<file path="src/rtl/wdt_pkg.sv">
package wdt_pkg;

  // Strobes from control to datapath
  typedef struct packed {
    logic clr;     // soft reset in progress: clear datapath state
    logic cntEn;   // counter advances
    logic cntWr;   // bus write to counter
    logic loadWr;  // bus write to load register
  } dpStrobe_t;

  typedef enum logic [1:0] {
    KEY_IDLE = 2'd0,
    KEY_OFF1 = 2'd1,   // first stop word seen
    KEY_ON1  = 2'd2    // first start word seen
  } keyState_t;

  // Register byte offsets
  localparam int OFS_CTL  = 'h10;
  localparam int OFS_STAT = 'h14;
  localparam int OFS_CNT  = 'h28;
  localparam int OFS_LOAD = 'h2C;
  localparam int OFS_PEND = 'h34;
  localparam int OFS_SS   = 'h48;

  localparam int PEND_BIT = 4;

endpackage

</file>
<file path="src/rtl/wdt_ctrl.sv">
module wdt_ctrl
  import wdt_pkg::*;
#(
  parameter int ADDR_W   = 8,
  parameter int KEY_W    = 16,
  parameter int POST_DLY = 4,
  parameter int SRST_CYC = 8,
  parameter logic [KEY_W-1:0] KEY_OFF_A = 16'hAAAA,
  parameter logic [KEY_W-1:0] KEY_OFF_B = 16'h5555,
  parameter logic [KEY_W-1:0] KEY_ON_A  = 16'hBBBB,
  parameter logic [KEY_W-1:0] KEY_ON_B  = 16'h4444
) (
  input  logic              clk,
  input  logic              rstN,
  input  logic              busWe,
  input  logic [ADDR_W-1:0] busAddr,
  input  logic [KEY_W-1:0]  wrKey,
  output dpStrobe_t         strobe,
  output logic              running,
  output logic              resetDone,
  output logic              pending
);

  localparam int PCNT_W = $clog2(POST_DLY + 1);
  localparam int SCNT_W = $clog2(SRST_CYC + 1);

  logic [SCNT_W-1:0] srstCnt;
  logic [PCNT_W-1:0] pendCnt;
  logic [KEY_W-1:0]  pendData;
  keyState_t         keyState;
  logic              enabled;

  logic srstAct, wrOk, ssHit, ctlHit, applyNow;

  assign srstAct  = (srstCnt != '0);
  assign wrOk     = busWe && !srstAct;
  assign ssHit    = wrOk && (busAddr == ADDR_W'(OFS_SS));
  assign ctlHit   = wrOk && (busAddr == ADDR_W'(OFS_CTL)) && wrKey[0];
  assign applyNow = (pendCnt == PCNT_W'(1));

  // Soft reset sequencer
  always_ff @(posedge clk or negedge rstN) begin
    if (!rstN)        srstCnt <= '0;
    else if (ctlHit)  srstCnt <= SCNT_W'(SRST_CYC);
    else if (srstAct) srstCnt <= srstCnt - 1'b1;
  end

  // Posted write tracking: accept only when nothing is pending
  always_ff @(posedge clk or negedge rstN) begin
    if (!rstN) begin
      pendCnt  <= '0;
      pendData <= '0;
    end else if (srstAct) begin
      pendCnt  <= '0;
    end else if (ssHit && pendCnt == '0) begin
      pendCnt  <= PCNT_W'(POST_DLY);
      pendData <= wrKey;
    end else if (pendCnt != '0) begin
      pendCnt  <= pendCnt - 1'b1;
    end
  end

  // Key sequence on applied values
  always_ff @(posedge clk or negedge rstN) begin
    if (!rstN) begin
      keyState <= KEY_IDLE;
      enabled  <= 1'b1;
    end else if (srstAct) begin
      keyState <= KEY_IDLE;
      enabled  <= 1'b1;
    end else if (applyNow) begin
      keyState <= KEY_IDLE;
      if (pendData == KEY_OFF_A)      keyState <= KEY_OFF1;
      else if (pendData == KEY_ON_A)  keyState <= KEY_ON1;
      else if (pendData == KEY_OFF_B && keyState == KEY_OFF1) enabled <= 1'b0;
      else if (pendData == KEY_ON_B  && keyState == KEY_ON1)  enabled <= 1'b1;
    end
  end

  always_comb begin
    strobe.clr    = srstAct;
    strobe.cntEn  = enabled && !srstAct;
    strobe.cntWr  = wrOk && (busAddr == ADDR_W'(OFS_CNT));
    strobe.loadWr = wrOk && (busAddr == ADDR_W'(OFS_LOAD));
  end

  assign running   = enabled;
  assign resetDone = !srstAct;
  assign pending   = (pendCnt != '0);

  AST_PEND_DROP: assert property (@(posedge clk) disable iff (!rstN)
    (pendCnt != '0 && ssHit) |=> $stable(pendData));
  AST_STOP_KEYED: assert property (@(posedge clk) disable iff (!rstN)
    $fell(enabled) |-> $past(keyState) == KEY_OFF1);
  AST_START_KEYED: assert property (@(posedge clk) disable iff (!rstN)
    ($rose(enabled) && !$past(srstAct)) |-> $past(keyState) == KEY_ON1);
  AST_SRST_REARM: assert property (@(posedge clk) disable iff (!rstN)
    srstAct |=> enabled);

endmodule

</file>
<file path="src/rtl/wdt_dp.sv">
module wdt_dp
  import wdt_pkg::*;
#(
  parameter int CNT_W = 32
) (
  input  logic             clk,
  input  logic             rstN,
  input  dpStrobe_t        strobe,
  input  logic [CNT_W-1:0] wdata,
  output logic [CNT_W-1:0] cnt,
  output logic [CNT_W-1:0] loadVal,
  output logic             timeout
);

  logic wrap;
  assign wrap = (cnt == {CNT_W{1'b1}});

  always_ff @(posedge clk or negedge rstN) begin
    if (!rstN) begin
      cnt     <= '0;
      loadVal <= '0;
      timeout <= 1'b0;
    end else begin
      timeout <= 1'b0;
      if (strobe.clr) begin
        cnt     <= '0;
        loadVal <= '0;
      end else begin
        if (strobe.loadWr) loadVal <= wdata;
        if (strobe.cntWr) begin
          cnt <= wdata;
        end else if (strobe.cntEn) begin
          if (wrap) begin
            cnt     <= loadVal;
            timeout <= 1'b1;
          end else begin
            cnt <= cnt + 1'b1;
          end
        end
      end
    end
  end

  AST_HOLD_WHEN_OFF: assert property (@(posedge clk) disable iff (!rstN)
    (!strobe.cntEn && !strobe.cntWr && !strobe.clr) |=> $stable(cnt));
  AST_TMO_ONLY_RUNNING: assert property (@(posedge clk) disable iff (!rstN)
    timeout |-> $past(strobe.cntEn));
  AST_RELOAD: assert property (@(posedge clk) disable iff (!rstN)
    (timeout && !$past(strobe.cntWr)) |-> cnt == $past(loadVal));

endmodule

</file>
<file path="src/rtl/wdt_keyed_top.sv">
module wdt_keyed_top
  import wdt_pkg::*;
#(
  parameter int ADDR_W   = 8,
  parameter int DATA_W   = 32,
  parameter int KEY_W    = 16,
  parameter int POST_DLY = 4,
  parameter int SRST_CYC = 8
) (
  input  logic              clk,
  input  logic              rstN,
  input  logic              busWe,
  input  logic              busRe,
  input  logic [ADDR_W-1:0] busAddr,
  input  logic [DATA_W-1:0] busWdata,
  output logic [DATA_W-1:0] busRdata,
  output logic              busRvalid,
  output logic              timeout
);

  dpStrobe_t         strobe;
  logic              running, resetDone, pending;
  logic [DATA_W-1:0] cnt, loadVal, rdMux;

  wdt_ctrl #(
    .ADDR_W(ADDR_W), .KEY_W(KEY_W), .POST_DLY(POST_DLY), .SRST_CYC(SRST_CYC)
  ) i_ctrl (
    .clk(clk), .rstN(rstN), .busWe(busWe), .busAddr(busAddr),
    .wrKey(busWdata[KEY_W-1:0]), .strobe(strobe), .running(running),
    .resetDone(resetDone), .pending(pending)
  );

  wdt_dp #(.CNT_W(DATA_W)) i_dp (
    .clk(clk), .rstN(rstN), .strobe(strobe), .wdata(busWdata),
    .cnt(cnt), .loadVal(loadVal), .timeout(timeout)
  );

  always_comb begin
    rdMux = '0;
    case (busAddr)
      ADDR_W'(OFS_STAT): begin
        rdMux[0] = resetDone;
        rdMux[1] = running;
      end
      ADDR_W'(OFS_CNT):  rdMux = cnt;
      ADDR_W'(OFS_LOAD): rdMux = loadVal;
      ADDR_W'(OFS_PEND): rdMux[PEND_BIT] = pending;
      default:           rdMux = '0;
    endcase
  end

  always_ff @(posedge clk or negedge rstN) begin
    if (!rstN) begin
      busRdata  <= '0;
      busRvalid <= 1'b0;
    end else begin
      busRvalid <= busRe;
      if (busRe) busRdata <= rdMux;
    end
  end

endmodule

</file>
<file path="config.mk">
export PLATFORM = sky130hd
export DESIGN_NAME = wdt_keyed_top
export DESIGN_NICKNAME = d
export VERILOG_FILES = /design/src/rtl/wdt_pkg.sv /design/src/rtl/wdt_ctrl.sv /design/src/rtl/wdt_dp.sv /design/src/rtl/wdt_keyed_top.sv
export SDC_FILE = /design/constraint.sdc
export NUM_CORES = 1
export LEC_CHECK = 0
export ABC_CLOCK_PERIOD_IN_PS = 2800
export CORE_ASPECT_RATIO = 1.5
export CORE_MARGIN = 4
export CORE_UTILIZATION = 30
export DETAILED_ROUTE_END_ITERATION = 8
export HOLD_SLACK_MARGIN = 0.03
export MAX_ROUTING_LAYER = met4
export SLEW_MARGIN = 15
export SYNTH_ARGS = -nofsm -noshare
export SYNTH_HDL_FRONTEND = slang
export SYNTH_SLANG_ARGS = --single-unit
</file>
<file path="constraint.sdc">
create_clock -name clk -period 2.8 [get_ports clk]
set_input_delay 0.56 -clock clk [delete_from_list [all_inputs] [get_ports clk]]
set_output_delay 0.56 -clock clk [all_outputs]
set_load 0.03 [all_outputs]
</file>
==> results.sh <==
export IMPL_worstSetupStartpoint="i_dp.cnt[0]"
export IMPL_cts_buffers=17
export IMPL_cp_arrival_ns=2.84
export IMPL_synth_flop_cell="dfrtp_1"
export IMPL_worst_pin_slew_ns=0.608
export IMPL_post_cts_buffers=0
export IMPL_hp_class="primary input to async pin"
export IMPL_ant_nets=0
export IMPL_ys_async_sr_fraction_pct=100
export IMPL_crit_path_end_kind="flip-flop"
export IMPL_rsz0062_at_grt="no"
export IMPL_track_usage_pct=17.3
export IMPL_post_route_util_pct=38.8
export IMPL_clockRootBuffer="clkbuf_16"
export IMPL_slew_violations=0
export IMPL_coreArea_um2=21700
export IMPL_dp_hpwl_mm=14.7
export IMPL_syn_area_um2=6620
export IMPL_fin_cells=1095
export IMPL_grt_pass1_vias=5864
export IMPL_tns_ns=0
export IMPL_yosys_cell_types_count=67
export IMPL_die_width_um=129
export IMPL_via_per_inst=5.35
export IMPL_antenna_found_initial=0
export IMPL_synth_edff_count=0
export IMPL_firstDrtPassIters=5
export IMPL_fp_dieH_um=190
export IMPL_drive_gt1_share_pct=13.1
export IMPL_cts_tree="built"
export IMPL_drv_cap=0
export IMPL_ys_warnings_count=0
export IMPL_n_fill_cell=2201
export IMPL_required_ns=3.12
export IMPL_nets=859
export IMPL_clk_pin_slew_ns=0.06
export IMPL_rows=66
export IMPL_period_share_pct=90.1
export IMPL_grt_pass1_wl_mm=32.2
export IMPL_clock_latency_ns=0.42
export IMPL_max_freq_mhz=396
export IMPL_hold_buffers=0
export IMPL_dpl_cell_count=1063
export IMPL_cts_sink_count=124
export IMPL_die_area_um2=24600
export IMPL_reg2reg_to="i_dp.cnt[26]"
export IMPL_io_pins=78
export IMPL_grt_max_degree=47
export IMPL_relSlewSlack_pct=59.4
export IMPL_syn_inst=728
export IMPL_final_common_cell="dfrtp_1"
export IMPL_gp_congestion=0.878
export IMPL_reg2regPathDepth=7
export IMPL_run_status="finished, final reports clean"
export IMPL_power_density_nw_per_um2=573
export IMPL_reg2reg_from="i_dp.cnt[0]"
export IMPL_drtIter0Drc=491
export IMPL_syn_area_per_cell_um2=9.10
export IMPL_critPathMaxFanout=14
export IMPL_num_vias=5861
export IMPL_numPortBuffers=77
export IMPL_ir_drop_v=0.000354
export IMPL_skew_ns=0.0120
export IMPL_avgRoutedWirePerCell_um=18.3
export IMPL_area_growth_pct=27.3
export IMPL_cts_buffer_depth=2
export IMPL_final_cell_mix="dfrtp_1, nand2_1, o21ai_0"
export IMPL_hold_viol_final=0
export IMPL_cts_resized_gates=0
export IMPL_report_final_setup_viol=0
export IMPL_seq_area_frac_synth_pct=46.9
export IMPL_htreeDepth=4
export IMPL_diodes=0
export IMPL_leakage_uw=0.00349
export IMPL_min_period_ns=2.52
export IMPL_totalWireLength_mm=20.0
export IMPL_crit_type="flip-flop to flip-flop"
export IMPL_grt_overflow=0
export IMPL_r2r_slack_ns=0.28
export IMPL_synth_seq_cells=124
export IMPL_initial_core_util_pct=30.5
export IMPL_start_kind="flip-flop"
export IMPL_synth_nets=777
export IMPL_drc_errors=0
[cell type report]
type                            instances  area [um2]  share of cell area (%)
Sequential cell                       124        3100                    36.8
Timing Repair Buffer                  116        1140                    13.6
Multi-Input combinational cell        540        3240                    38.4
Tap cell                              272         340                    4.04
Clock buffer                           21         440                    5.22
Clock inverter                         11         120                    1.42
Inverter                               11        41.3                   0.490
[worst max-delay path, cell delays in order, from the launching register on]
cell and delay [ns]:
dfrtp_1 0.42, ha_1 0.23, and4_1 0.32, and4_1 0.39, and3_1 0.43, buf_4 0.31
nand2_1 0.08, a311oi_1 0.24
[how the worst max path moves through the flow]
stage	end
final	i_dp.cnt[26]
after global routing	i_dp.cnt[4]
after CTS	i_dp.cnt[22]
after detailed placement	i_dp.cnt[3]
after global placement	i_dp.cnt[3]
after floorplan	i_ctrl.pendData[10]
[sequential cells by signal, indices dropped and copies added, names as in the netlist]
signal / count
i_ctrl.keyState: 2
i_ctrl.srstCnt: 4
busRdata: 32
busRvalid: 1
i_ctrl.pendCnt: 3
i_ctrl.pendData: 16
i_ctrl.running: 1
i_dp.loadVal: 32
i_dp.timeout: 1
i_dp.cnt: 32
[routing by layer]
layer  vias to the layer above  routed length [um]  share of wire (%)  track usage, %
met1                      2844                8050                 40            20.3
met2                       164               10500                 52            29.1
met3                        34                 912                4.6            3.46
met4                         0                 550                2.8            6.55
li1                       2819                   -                  -               -
met5                         -                   0                  0               -
[metrics by stage]
step                cell area, um2  hold slack (ns)  total power, uW  setup WS, ns
detailed placement            7870            0.461             2740       -0.0132
floorplan                     6620            0.264             2360         0.594
CTS                           8430            0.136             4890         0.305
global route                  8430            0.161             5040         0.123
global placement              7870            0.443             2730        0.0276
finish                        8430            0.130             4830         0.276
[power by group]
part / internal (uW) / switching (uW) / leakage, uW
logic: 305 / 485 / 0.00155
registers: 1870 / 50.6 / 0.00167
clock network: 1300 / 817 / 0.000267
total: 3480 / 1350 / 0.00349
[synth_stat cells, types with 4 or more instances]
cell	n	area share, %
a311oi_1	4	0.53
nand3_1	24	1.8
ha_1	5	0.94
dfrtp_1	123	46
xnor2_1	10	1.3
o21ai_0	76	5.7
nand4_1	15	1.4
buf_6	4	0.68
nor3_1	8	0.60
inv_1	11	0.62
xor2_1	4	0.53
mux2_4	7	1.6
a22oi_1	44	5.0
nor4_1	5	0.47
clkbuf_2	4	0.30
a21oi_1	52	3.9
nand2_1	111	6.3
clkbuf_1	26	1.5
and4_1	4	0.53
nand4b_1	4	0.53
and3_1	15	1.4
buf_2	16	1.2
or3_1	6	0.57
a21o_1	5	0.57
mux2i_1	5	0.76
a31oi_1	7	0.66
nor2_1	65	3.7
mux2_2	10	1.7
[cells by family (layout without fill, tap and decap cells)]
family                     Yosys count  in the layout  synth area share (%)
buffers and inverters               64            159                  4.52
DFF                                124            124                  46.9
adders and majority gates            5              5                 0.945
xor gates and xnor gates            14             14                  1.85
muxes                               22             22                  4.04
AOI/OAI and AO/OA                  215            215                  20.1
and+or+nand+nor                    284            284                  21.7
Note: power is estimated with default switching activity, not from simulation.
